--- config.mk ---
export PLATFORM = sky130hd
export DESIGN_NAME = pattern_irq
export DESIGN_NICKNAME = d
export VERILOG_FILES = /design/src/rtl/pm_pkg.sv /design/src/rtl/pm_cfg.sv /design/src/rtl/pm_sync.sv /design/src/rtl/pm_match.sv /design/src/rtl/pm_flag.sv /design/src/rtl/pattern_irq.sv
export SDC_FILE = /design/constraint.sdc
export NUM_CORES = 1
export LEC_CHECK = 0
export ABC_AREA = 1
export CORE_ASPECT_RATIO = 1.5
export CORE_MARGIN = 2
export CORE_UTILIZATION = 50
export DETAILED_ROUTE_END_ITERATION = 8
export PLACE_DENSITY_LB_ADDON = 0.15
export SLEW_MARGIN = 20
export SYNTH_ARGS = -nofsm -noshare
export SYNTH_HDL_FRONTEND = slang
export SYNTH_SLANG_ARGS = --single-unit
--- constraint.sdc ---
create_clock -name clk_i -period 1 [get_ports clk_i]
set_input_delay 0.25 -clock clk_i [delete_from_list [all_inputs] [get_ports clk_i]]
set_output_delay 0.25 -clock clk_i [all_outputs]
set_load 0.05 [all_outputs]
--- src/rtl/pm_pkg.sv ---
package pm_pkg;
  typedef enum logic [1:0] {
    CFG_CARE  = 2'd0,
    CFG_LEVEL = 2'd1,
    CFG_EDGE  = 2'd2,
    CFG_DIR   = 2'd3
  } cfg_addr_e;
  localparam int unsigned CFG_WORDS = 4;
endpackage

--- src/rtl/pm_cfg.sv ---
module pm_cfg
  import pm_pkg::*;
#(
  parameter int unsigned W = 8
) (
  input  logic         clk_i,
  input  logic         rst_ni,
  input  logic         we_i,
  input  logic [1:0]   addr_i,
  input  logic [W-1:0] data_i,
  output logic [W-1:0] care_o,
  output logic [W-1:0] level_o,
  output logic [W-1:0] edge_o,
  output logic [W-1:0] dir_o
);
  logic [CFG_WORDS-1:0][W-1:0] word_q;

  always_ff @(posedge clk_i or negedge rst_ni) begin
    if (!rst_ni) begin
      word_q <= '0;
    end else if (we_i) begin
      for (int unsigned k = 0; k < CFG_WORDS; k++) begin
        if (addr_i == 2'(k)) word_q[k] <= data_i;
      end
    end
  end

  assign care_o  = word_q[CFG_CARE];
  assign level_o = word_q[CFG_LEVEL];
  assign edge_o  = word_q[CFG_EDGE];
  assign dir_o   = word_q[CFG_DIR];


  care_wr_chk: assert property (@(posedge clk_i) disable iff (!rst_ni)
    (we_i && addr_i == CFG_CARE) |=> care_o == $past(data_i));

  keep_chk: assert property (@(posedge clk_i) disable iff (!rst_ni)
    !we_i |=> ($stable(care_o) && $stable(level_o) && $stable(edge_o) && $stable(dir_o)));
endmodule

--- src/rtl/pm_sync.sv ---
module pm_sync #(
  parameter int unsigned W      = 8,
  parameter int unsigned STAGES = 2
) (
  input  logic         clk_i,
  input  logic         rst_ni,
  input  logic [W-1:0] d_i,
  output logic [W-1:0] q_o
);
  logic [STAGES-1:0][W-1:0] st_q;

  always_ff @(posedge clk_i or negedge rst_ni) begin
    if (!rst_ni) begin
      st_q <= '0;
    end else begin
      st_q[0] <= d_i;
      for (int unsigned s = 1; s < STAGES; s++) st_q[s] <= st_q[s-1];
    end
  end

  assign q_o = st_q[STAGES-1];


  stage_shift_chk: assert property (@(posedge clk_i) disable iff (!rst_ni)
    1'b1 |=> q_o == $past(st_q[STAGES-2]));
endmodule

--- src/rtl/pm_match.sv ---
module pm_match #(
  parameter int unsigned W = 8
) (
  input  logic         clk_i,
  input  logic         rst_ni,
  input  logic [W-1:0] smp_i,
  input  logic [W-1:0] care_i,
  input  logic [W-1:0] level_i,
  input  logic [W-1:0] edge_i,
  input  logic [W-1:0] dir_i,
  output logic         hit_o
);
  logic [W-1:0] prev_q;
  logic [W-1:0] term;

  always_ff @(posedge clk_i or negedge rst_ni) begin
    if (!rst_ni) prev_q <= '0;
    else         prev_q <= smp_i;
  end

  for (genvar b = 0; b < W; b++) begin : g_term
    always_comb begin
      if (!care_i[b])      term[b] = 1'b1;
      else if (edge_i[b])  term[b] = dir_i[b] ? (smp_i[b] & ~prev_q[b])
                                              : (~smp_i[b] & prev_q[b]);
      else                 term[b] = (smp_i[b] == level_i[b]);
    end
  end

  assign hit_o = &term;


  edge_needs_change_chk: assert property (@(posedge clk_i) disable iff (!rst_ni)
    (hit_o && |(care_i & edge_i)) |-> ((smp_i ^ prev_q) & care_i & edge_i) == (care_i & edge_i));

  idle_care_chk: assert property (@(posedge clk_i) disable iff (!rst_ni)
    (care_i == '0) |-> hit_o);
endmodule

--- src/rtl/pm_flag.sv ---
module pm_flag (
  input  logic clk_i,
  input  logic rst_ni,
  input  logic en_i,
  input  logic clr_i,
  input  logic hit_i,
  output logic irq_o
);
  logic hit_q;
  logic flag_q;
  logic entry;

  assign entry = en_i & hit_i & ~hit_q;

  always_ff @(posedge clk_i or negedge rst_ni) begin
    if (!rst_ni) begin
      hit_q  <= 1'b0;
      flag_q <= 1'b0;
    end else begin
      hit_q <= hit_i;
      if (entry)      flag_q <= 1'b1;
      else if (clr_i) flag_q <= 1'b0;
    end
  end

  assign irq_o = flag_q;


  sticky_chk: assert property (@(posedge clk_i) disable iff (!rst_ni)
    (flag_q && !clr_i) |=> flag_q);

  gated_chk: assert property (@(posedge clk_i) disable iff (!rst_ni)
    (!en_i && !flag_q) |=> !flag_q);

  first_cycle_chk: assert property (@(posedge clk_i) disable iff (!rst_ni)
    $rose(flag_q) |-> ($past(hit_i) && !$past(hit_q)));

  clear_chk: assert property (@(posedge clk_i) disable iff (!rst_ni)
    (clr_i && !hit_i) |=> !flag_q);
endmodule

--- src/rtl/pattern_irq.sv ---
module pattern_irq #(
  parameter int unsigned W      = 8,
  parameter int unsigned STAGES = 2
) (
  input  logic         clk_i,
  input  logic         rst_ni,
  input  logic [W-1:0] port_i,
  input  logic         cfg_we_i,
  input  logic [1:0]   cfg_addr_i,
  input  logic [W-1:0] cfg_data_i,
  input  logic         en_i,
  input  logic         clr_i,
  output logic         irq_o
);
  logic [W-1:0] care, level, edg, dir;
  logic [W-1:0] smp;
  logic         hit;

  pm_cfg #(.W(W)) u_cfg (
    .clk_i  (clk_i),
    .rst_ni (rst_ni),
    .we_i   (cfg_we_i),
    .addr_i (cfg_addr_i),
    .data_i (cfg_data_i),
    .care_o (care),
    .level_o(level),
    .edge_o (edg),
    .dir_o  (dir)
  );

  pm_sync #(.W(W), .STAGES(STAGES)) u_sync (
    .clk_i (clk_i),
    .rst_ni(rst_ni),
    .d_i   (port_i),
    .q_o   (smp)
  );

  pm_match #(.W(W)) u_match (
    .clk_i  (clk_i),
    .rst_ni (rst_ni),
    .smp_i  (smp),
    .care_i (care),
    .level_i(level),
    .edge_i (edg),
    .dir_i  (dir),
    .hit_o  (hit)
  );

  pm_flag u_flag (
    .clk_i (clk_i),
    .rst_ni(rst_ni),
    .en_i  (en_i),
    .clr_i (clr_i),
    .hit_i (hit),
    .irq_o (irq_o)
  );


  level_hit_chk: assert property (@(posedge clk_i) disable iff (!rst_ni)
    hit |-> ((smp ^ level) & care & ~edg) == '0);
endmodule

# Word level (Yosys, flattened, before mapping)

Index checks and enable logic that the tools add are counted.

Register bits after elaboration: 58
Input port bits: 23
Output and inout port bits: 1
Word-level logic and storage cells: 88

Equal/unequal tests: 11
Mux-type cells: 26
Bitwise logic cells: 35
Reduce and logical (&&, ||, !) cells: 7

Operators with widths:

| cell                                          | count |
|---|---|
| two-way mux 1 bit                             | 26 |
| bitwise AND 1 bit                             | 18 |
| NOT 1 bit                                     | 17 |
| == test 1 bit                                 | 8 |
| AND reduction 2 bit                           | 4 |
| AND reduction 8 bit                           | 1 |
| == test 2 bit, second input constant          | 2 |
| == test 2 x 1 -> 1 bit, second input constant | 1 |
| zero test 2 bit                               | 1 |
| nonzero test 2 bit                            | 1 |

# Logic depth before layout (Yosys ltp)

Gate-level depths: netlist (run 1).

Depth in word-level cells: 9
Mapped depth: 10
Gate-level depth less buffers: 10

# Hierarchy

Synthesis (run 1) repeated with hierarchy kept, for this count alone.

Cells, all modules: 299
Area, all modules: 2642.5 µm²

By module, submodules not included:

| module   | times used | cells each | area each (µm²) | sequential area each (µm²) |
|---|---|---|---|---|
| pm_cfg   | 1          | 143        | 1436.4          | 800.8 |
| pm_match | 1          | 125        | 675.6           | 200.2 |
| pm_sync  | 1          | 24         | 460.4           | 400.4 |
| pm_flag  | 1          | 7          | 70.1            | 50.0 |

# Worst setup path after synthesis (run 1)

Ideal clock, no wire load.

Kind: register to register
Start: register u_sync.st_q, in the netlist u_sync.q_o[6]
End: register u_flag.hit_q
Library setup time: 0.120 ns
Arrival time: 0.927 ns
Required time: 0.880 ns
Path slack: -0.047 ns
Cell stages (with the launch flop): 10
Buffers on the path: 0
Clock period less this slack: 1.047 ns
Path through: dfrtp_1 > inv_1 > nand2_1 > nand3_1 > nand2_1 > inv_1 > nand2_1 > nand2_1 > nor2_1 > and2_2

Longest elaborated chain between the ends: 6
Elaborated cells on any way between the ends: 8
Those cells by class: eq/ne: 1; mux: 3; bitwise: 3; reduce/logical: 1

RTL lines:

| element               | line              | RTL |
|---|---|---|
| from (decl)           | pm_sync.sv:10     | `logic [STAGES-1:0][W-1:0] st_q;` |
| NOT 1 bit             | pm_match.sv:25    | `: (~smp_i[b] & prev_q[b]);` |
| bitwise AND 1 bit     | pm_match.sv:25    |  |
| two-way mux 1 bit     | pm_match.sv:24    | `else if (edge_i[b]) term[b] = dir_i[b] ? (smp_i[b] & ~prev_q[b])` |
| two-way mux 1 bit *   | pm_match.sv:24    |  |
| two-way mux 1 bit *   | pm_match.sv:23    | `if (!care_i[b]) term[b] = 1'b1;` |
| AND reduction 8 bit * | pm_match.sv:30    | `assign hit_o = &term;` |
| via hit               | pattern_irq.sv:17 | `logic hit;` |
| to (signal assigned)  | pm_flag.sv:20     | `hit_q <= hit_i;` |
| to (decl)             | pm_flag.sv:9      | `logic hit_q;` |

The timed path passes the listed nets; every way through them passes the cells marked *.
A chain may end at the register's enable or synchronous reset.

# Worst setup path in the final report (run 1)

Ends and elaborated chain as after synthesis.

==> metrics.txt, run 1 <==
# TYPE chip_impl_metric gauge
chip_impl_metric{name="yosysTopAreaCellShare",unit="%"} 62.5
chip_impl_info{name="mostFrequentLayoutCell",value="sky130_fd_sc_hd__nand2_1"} 1
chip_impl_metric{name="design.die.area",unit="sq um"} 5220
chip_impl_metric{name="rows",unit=""} 30
chip_impl_metric{name="grt_pass1_vias",unit=""} 1630
chip_impl_metric{name="synthesis.area",unit="sq um"} 2320
chip_impl_metric{name="path_max_fanout",unit=""} 4
chip_impl_metric{name="filler_cell_count",unit=""} 373
chip_impl_info{name="failing_checks",value="setup timing"} 1
chip_impl_info{name="tritoncts",value="done"} 1
chip_impl_metric{name="post_drt_via_cell_ratio",unit=""} 4.93
chip_impl_info{name="min-delay-path-class",value="flop to flop"} 1
chip_impl_metric{name="synth_seq_cells",unit=""} 58
chip_impl_info{name="status",value="finished with violations"} 1
chip_impl_metric{name="period_needed",unit="ns"} 1.17
chip_impl_metric{name="synth_fp_nets",unit=""} 270
chip_impl_metric{name="multi_input_area",unit="sq um"} 741
chip_impl_metric{name="drt_first_iter_violations",unit=""} 90
chip_impl_info{name="rsz0062_at_grt",value="true"} 1
chip_impl_info{name="yosysTopAreaCell",value="sky130_fd_sc_hd__dfrtp_1"} 1
chip_impl_info{name="crit_path_start_kind",value="flop"} 1
chip_impl_metric{name="cts_buffers",unit=""} 9
chip_impl_metric{name="worst_ep_arrival_time",unit="ns"} 1.44
chip_impl_metric{name="worst_setup_margin",unit="ns"} -0.170
chip_impl_metric{name="final_min_period_over_clock_period",unit="%"} 117
chip_impl_metric{name="maxClockFrequency",unit="MHz"} 855
chip_impl_metric{name="drc",unit=""} 0
chip_impl_metric{name="worst_ir_drop_vdd",unit="V"} 0.00106
chip_impl_metric{name="share_comb_of_total_power",unit="%"} 17.1
chip_impl_metric{name="via_count",unit=""} 1716
chip_impl_metric{name="antenna-diode-count",unit=""} 0
chip_impl_metric{name="design.core.area",unit="sq um"} 4500
chip_impl_metric{name="drt_pre_antenna_iters",unit=""} 4
chip_impl_metric{name="wl",unit="mm"} 4.07
chip_impl_metric{name="clockBufferDepth",unit=""} 2
chip_impl_metric{name="internal_power",unit="uW"} 4110
chip_impl_metric{name="die_height",unit="um"} 87.5
chip_impl_metric{name="p_seq_share",unit="%"} 50.3
chip_impl_metric{name="data_required_time_of_the_critical_path",unit="ns"} 1.27
chip_impl_metric{name="route.detailed.wl_per_inst",unit="um"} 11.7
chip_impl_metric{name="initial_core_util",unit="%"} 51.6
chip_impl_metric{name="grt_first_pass_wirelength",unit="mm"} 7.08
chip_impl_metric{name="maximum_number_of_pins_on_one_net_before_global_route_repair",unit=""} 59
chip_impl_metric{name="slew_violations",unit=""} 0
chip_impl_metric{name="pre_cts_slack",unit="ns"} -0.443
chip_impl_metric{name="proportion_of_power_drawn_by_the_clock_network",unit="%"} 32.6
chip_impl_metric{name="timing.final.hold_violations",unit=""} 0
chip_impl_metric{name="nNetsFinal",unit=""} 319
chip_impl_metric{name="setup_violations",unit=""} 3
chip_impl_metric{name="num_io_pins",unit=""} 24
chip_impl_metric{name="synthDistinctLibCells",unit=""} 14
chip_impl_metric{name="power_spent_charging_and_discharging_nets",unit="uW"} 1500
chip_impl_metric{name="seq_area",unit="sq um"} 1450
chip_impl_metric{name="p_leak",unit="uW"} 0.00152
chip_impl_metric{name="htreeDepth",unit=""} 3
chip_impl_metric{name="synth.yosys.seq_area_share",unit="%"} 62.5
chip_impl_metric{name="maxSlewHeadroom",unit="%"} 79.7
chip_impl_metric{name="worst_skew_late_latency",unit="ns"} 0.32
chip_impl_metric{name="groute.usage.overall",unit="%"} 18.7
chip_impl_metric{name="area.growth.synth_to_final",unit="%"} 28.4
chip_impl_metric{name="netSwitchingFraction",unit="%"} 26.8
chip_impl_metric{name="global_route.overflow_total",unit=""} 0
chip_impl_metric{name="half_perimeter_wire_length_after_placement",unit="mm"} 2.78
chip_impl_metric{name="synth-warning-count",unit=""} 0
chip_impl_metric{name="least_margin_pin_slew",unit="ns"} 0.305
chip_impl_metric{name="max_cap_violations",unit=""} 0
chip_impl_metric{name="postLayoutCoreUtil",unit="%"} 66.2
chip_impl_info{name="crit_type",value="flop to flop"} 1
chip_impl_info{name="ctsRootBufferMaster",value="sky130_fd_sc_hd__clkbuf_8"} 1
chip_impl_info{name="critPathCaptureType",value="flop"} 1
chip_impl_metric{name="die_width",unit="um"} 59.7
chip_impl_metric{name="p_per_area",unit="nW/um^2"} 1880
chip_impl_metric{name="cts.clk_slew.worst_paths",unit="ns"} 0.06
chip_impl_metric{name="buffer_ports.inserted",unit=""} 23
chip_impl_metric{name="tritoncts_num_sinks",unit=""} 58
chip_impl_info{name="yosys-top-cells-area",value="sky130_fd_sc_hd__dfrtp_1, sky130_fd_sc_hd__nand2_1, sky130_fd_sc_hd__o21ai_0"} 1
chip_impl_metric{name="ant_nets",unit=""} 0
chip_impl_info{name="mostFrequentLayoutCells",value="sky130_fd_sc_hd__nand2_1, sky130_fd_sc_hd__dfrtp_1, sky130_fd_sc_hd__inv_1"} 1
chip_impl_metric{name="synth_area_per_cell",unit="sq um"} 9.41
chip_impl_metric{name="post_synth_inst_count",unit=""} 247
chip_impl_metric{name="drive_gt1_share",unit="%"} 21.7
chip_impl_metric{name="initial_antenna_violation_count",unit=""} 0
chip_impl_metric{name="finClkSkew",unit="ns"} 0.00551
chip_impl_metric{name="gpl.final_weighted_congestion",unit=""} 0.791
==> cell type report <==
cell class | instances | area share, %
timing repair buffer | 42 | 14.0
tap | 48 | 2.01
clock buffer | 12 | 5.20
inverter | 38 | 4.78
sequential | 58 | 48.7
multi-input combinational | 147 | 24.8
clock inverter | 3 | 0.503
==> power groups by stage <==
stage | clock network [uW] | registers, uW | logic, uW
CTS | 1880 | 2820 | 931
detailed placement | 0 | 2850 | 882
floorplan | 0 | 2840 | 480
global placement | 0 | 2850 | 857
finish | 1830 | 2820 | 961
global route | 1980 | 2850 | 1090
==> critical path: stages, from the launching register on <==
cell and delay (ns):
sky130_fd_sc_hd__dfrtp_1 0.41, sky130_fd_sc_hd__nand2_1 0.11, sky130_fd_sc_hd__nand3_2 0.08, sky130_fd_sc_hd__nand2_1 0.06, sky130_fd_sc_hd__inv_1 0.03, sky130_fd_sc_hd__nand2_1 0.06
sky130_fd_sc_hd__nand2_1 0.06, sky130_fd_sc_hd__nor2_2 0.15, sky130_fd_sc_hd__and2_4 0.15
==> repair_timing <==
action | 4_1_cts | 5_1_grt
gates cloned | 0 | 0
resized for setup | 16 | 11
endpoints found under the setup margin | 34 | 3
setup buffers | 1 | 3
hold buffers | 1 | 0
endpoints found under the hold margin | 58 | 0
pin swaps | 5 | 4
==> flip-flops by register name (all words and copies together) (netlist names) <==
register        cells
u_cfg.care_o        8
u_cfg.dir_o         8
u_cfg.edge_o        8
u_cfg.level_o       8
u_flag.hit_q        1
u_flag.irq_o        1
u_match.prev_q      8
u_sync.q_o          8
u_sync.st_q         8
==> cells in the mapped netlist, drive strengths merged <==
library cell  count
nor2              5
and2              1
o21ai            41
nand3b            2
nand2            76
inv              38
dfrtp            58
a21oi             5
buf               4
nand3            17
==> logic make-up after synthesis <==
kind of cell	after synthesis	share of synthesized area, %
buf+inv	42	8.08
flops	58	62.5
simple gates	101	18.3
compound gates	46	11.2
==> path summary, 6_finish.rpt <==
check                               startpoint               end  slack (ns)  depth (start not counted)
min in group asynchronous               rst_ni     u_sync.q_o[2]        0.44                          3
max in group asynchronous               rst_ni  u_cfg.level_o[4]        0.29                          3
worst min-delay path            u_sync.st_q[3]     u_sync.q_o[3]        0.35                          0
worst min register to register  u_sync.st_q[3]     u_sync.q_o[3]        0.35                          0
worst max-delay path             u_sync.q_o[6]      u_flag.hit_q       -0.17                          8
worst max register to register   u_sync.q_o[6]      u_flag.hit_q       -0.17                          8
==> metal layers <==
layer / up-vias / global-route usage [%] / routed length, um
li1: 874 / - / -
met1: 804 / 23.8 / 1860
met2: 28 / 28.2 / 1950
met3: 10 / 5.94 / 137
met4: 0 / 9.70 / 123
met5: - / 0 / 0
==> metrics by stage <==
step                      hold slack, ns  std cells  instance area, sq um   TNS [ns]  power [uW]
after CTS                          0.344        345                  2930     -0.417        5620
final                              0.346        348                  2980     -0.463        5610
after global routing               0.346        348                  2980     -0.682        5930
after floorplan                  -0.0456        247                  2320  -0.000873        3320
after detailed placement           0.276        328                  2720     -12.40        3730
after global placement             0.272        328                  2720     -11.98        3700
(Power assumes the default switching activity.)
==> run 2, diff against run 1 <==
--- a/config.mk
+++ b/config.mk
@@ -10,7 +10,9 @@
 export CORE_MARGIN = 2
 export CORE_UTILIZATION = 50
 export DETAILED_ROUTE_END_ITERATION = 8
+export HOLD_SLACK_MARGIN = 0.15
 export PLACE_DENSITY_LB_ADDON = 0.15
+export SKIP_CTS_REPAIR_TIMING = 1
 export SLEW_MARGIN = 20
 export SYNTH_ARGS = -nofsm -noshare
 export SYNTH_HDL_FRONTEND = slang
==> run 2 against run 1 <==
The flow still finishes with violations (setup timing). Power shrank 0.57%. Cell count is the same. Die area did not move. Sequential share of layout area increased by 0.061 points. Sequential cell count unchanged. Global-route usage shrank 0.28 points. Critical path type unchanged. Largest power group unchanged.
==> metrics.txt, run 2 (same netlist as run 1, synthesis figures left out) <==
# TYPE chip_impl_metric gauge
chip_impl_info{name="status",value="finished with violations"} 1
chip_impl_info{name="failing_checks",value="setup timing"} 1
chip_impl_info{name="timing.hold.worst.start",value="u_sync.st_q[3]"} 1
chip_impl_metric{name="num_io_pins",unit=""} 24
chip_impl_metric{name="tritoncts_num_sinks",unit=""} 58
chip_impl_metric{name="design.core.area",unit="sq um"} 4500
chip_impl_metric{name="via_count",unit=""} 1700
chip_impl_metric{name="nNetsFinal",unit=""} 319
chip_impl_metric{name="worst_ep_arrival_time",unit="ns"} 1.42
chip_impl_metric{name="place_inst",unit=""} 328
chip_impl_metric{name="final_min_period_over_clock_period",unit="%"} 116
chip_impl_metric{name="timing.final.hold_violations",unit=""} 0
chip_impl_metric{name="data_required_time_of_the_critical_path",unit="ns"} 1.26
chip_impl_metric{name="drc",unit=""} 0
chip_impl_metric{name="seq_area",unit="sq um"} 1450
chip_impl_metric{name="filler_cell_count",unit=""} 374
chip_impl_metric{name="buffer_ports.inserted",unit=""} 23
chip_impl_metric{name="gpl.final_weighted_congestion",unit=""} 0.791
chip_impl_metric{name="cts.clk_slew.worst_paths",unit="ns"} 0.06
chip_impl_metric{name="least_margin_pin_slew",unit="ns"} 0.306
chip_impl_metric{name="groute.usage.overall",unit="%"} 18.4
chip_impl_info{name="mostFrequentLayoutCells",value="sky130_fd_sc_hd__nand2_1, sky130_fd_sc_hd__dfrtp_1, sky130_fd_sc_hd__inv_1"} 1
chip_impl_metric{name="worst_skew_late_latency",unit="ns"} 0.32
chip_impl_metric{name="hold_depth",unit=""} 0
chip_impl_metric{name="wl",unit="mm"} 4.09
chip_impl_metric{name="drt_pre_antenna_iters",unit=""} 4
chip_impl_metric{name="maximum_number_of_pins_on_one_net_before_global_route_repair",unit=""} 59
chip_impl_metric{name="worst_ir_drop_vdd",unit="V"} 0.00105
chip_impl_info{name="crit_path_start_kind",value="flop"} 1
chip_impl_metric{name="drt_first_iter_violations",unit=""} 64
chip_impl_metric{name="grt_pass1_vias",unit=""} 1558
chip_impl_metric{name="antenna-diode-count",unit=""} 0
chip_impl_metric{name="worst-r2r-cell-count",unit=""} 9
chip_impl_metric{name="initial_antenna_violation_count",unit=""} 0
chip_impl_metric{name="r2r_slack",unit="ns"} -0.16
chip_impl_metric{name="finClkSkew",unit="ns"} 0.00510
chip_impl_info{name="tritoncts",value="done"} 1
chip_impl_metric{name="drive_gt1_share",unit="%"} 19.3
chip_impl_metric{name="period_needed",unit="ns"} 1.16
chip_impl_info{name="ctsRootBufferMaster",value="sky130_fd_sc_hd__clkbuf_8"} 1
chip_impl_info{name="rsz0062_at_grt",value="true"} 1
chip_impl_metric{name="slew_violations",unit=""} 0
chip_impl_info{name="reg2reg_to",value="u_flag.irq_o"} 1
chip_impl_info{name="hold_end",value="u_sync.q_o[3]"} 1
chip_impl_metric{name="max_cap_violations",unit=""} 0
chip_impl_metric{name="rows",unit=""} 30
chip_impl_metric{name="maxClockFrequency",unit="MHz"} 863
chip_impl_info{name="crit_type",value="flop to flop"} 1
chip_impl_metric{name="ant_nets",unit=""} 0
chip_impl_metric{name="initial_core_util",unit="%"} 51.6
chip_impl_metric{name="htreeDepth",unit=""} 3
chip_impl_info{name="mostFrequentLayoutCell",value="sky130_fd_sc_hd__nand2_1"} 1
chip_impl_metric{name="p_leak",unit="uW"} 0.00154
chip_impl_info{name="critPathCaptureType",value="flop"} 1
chip_impl_metric{name="instances_no_fill",unit=""} 348
chip_impl_metric{name="route.detailed.wl_per_inst",unit="um"} 11.8
chip_impl_metric{name="half_perimeter_wire_length_after_placement",unit="mm"} 2.78
chip_impl_metric{name="global_route.overflow_total",unit=""} 0
chip_impl_metric{name="pre_cts_slack",unit="ns"} -0.443
chip_impl_metric{name="path_max_fanout",unit=""} 4
chip_impl_metric{name="setup_tns",unit="ns"} -0.435
chip_impl_metric{name="post_drt_via_cell_ratio",unit=""} 4.89
chip_impl_metric{name="grt_first_pass_wirelength",unit="mm"} 6.98
chip_impl_metric{name="maxSlewHeadroom",unit="%"} 79.6
chip_impl_metric{name="p_per_area",unit="nW/um^2"} 1870
chip_impl_metric{name="multi_input_area",unit="sq um"} 722
chip_impl_metric{name="design.die.area",unit="sq um"} 5220
chip_impl_info{name="min-delay-path-class",value="flop to flop"} 1
chip_impl_metric{name="worst_setup_margin",unit="ns"} -0.159
chip_impl_metric{name="die_height",unit="um"} 87.5
chip_impl_metric{name="clockBufferDepth",unit=""} 2
chip_impl_info{name="rr_startpoint",value="u_sync.q_o[6]"} 1
chip_impl_metric{name="setup_violations",unit=""} 3
chip_impl_metric{name="die_width",unit="um"} 59.7
chip_impl_metric{name="cts_buffers",unit=""} 9
chip_impl_metric{name="area.growth.synth_to_final",unit="%"} 28.2
-- run 2: changes by cell type in the layout (fill, tap and decap cells not counted), moves of 2 or more --
cell	previous run	this run
sky130_fd_sc_hd__nand3_1	10	14
sky130_fd_sc_hd__nand3_2	7	3
sky130_fd_sc_hd__dlygate4sd2_1	3	0
sky130_fd_sc_hd__dlymetal6s2s_1	0	3
sky130_fd_sc_hd__inv_1	33	35
sky130_fd_sc_hd__inv_2	5	3
-- run 2: how the worst max path moves through the flow --
stage,depth (start not counted),startpoint,to
2_1_floorplan,9,u_sync.q_o[4],u_flag.hit_q
3_3_place_gp,7,cfg_addr_i[1],u_cfg.care_o[4]
3_5_place_dp,7,cfg_addr_i[1],u_cfg.care_o[0]
4_1_cts,8,u_sync.q_o[2],u_flag.irq_o
5_1_grt,8,u_sync.q_o[0],u_flag.irq_o
6_report,9,u_sync.q_o[6],u_flag.irq_o
-- run 2: critical path, stage by stage, from the launching register on --
cell and delay, ns:
sky130_fd_sc_hd__dfrtp_1 0.41, sky130_fd_sc_hd__nand2_1 0.11, sky130_fd_sc_hd__nand3_2 0.08, sky130_fd_sc_hd__nand2_1 0.06, sky130_fd_sc_hd__inv_1 0.03, sky130_fd_sc_hd__nand2_1 0.06, sky130_fd_sc_hd__nand2_1 0.07, sky130_fd_sc_hd__nor2_2 0.13
sky130_fd_sc_hd__nand3_1 0.09, sky130_fd_sc_hd__nand2_1 0.06
-- run 2: cell type report --
class,instances,share of cell area [%]
clock inverters,3,0.504
well taps,48,2.02
multi-input cells,147,24.2
repair buffers,42,14.5
clock buffers,12,5.21
flip-flops and latches,58,48.7
inverters,38,4.79
-- run 2: power by group --
part | internal, uW | total, uW | switching (uW)
Sequential | 2630 | 2820 | 187
Combinational | 471 | 941 | 470
Clock | 1010 | 1830 | 819
Total | 4110 | 5580 | 1480
-- run 2: metal layers --
| layer | GRT usage (%) | vias to the layer above | wire [um] |
|---|---|---|---|
| li1 | - | 875 | - |
| met1 | 24.7 | 787 | 1850 |
| met2 | 26.6 | 30 | 2000 |
| met3 | 5.94 | 8 | 142 |
| met4 | 9.29 | 0 | 94 |
| met5 | 0 | - | 0 |
-- run 2: through the flow --
stage,hold WS [ns],total power (uW),utilization (%),cell area (sq um)
floorplan,-0.0456,3320,-,2320
global route,0.346,5900,66.1,2980
detailed placement,0.276,3730,60.3,2720
CTS,-0.0803,5570,64.1,2890
finish,0.346,5580,66.1,2980
global placement,0.272,3700,60.3,2720
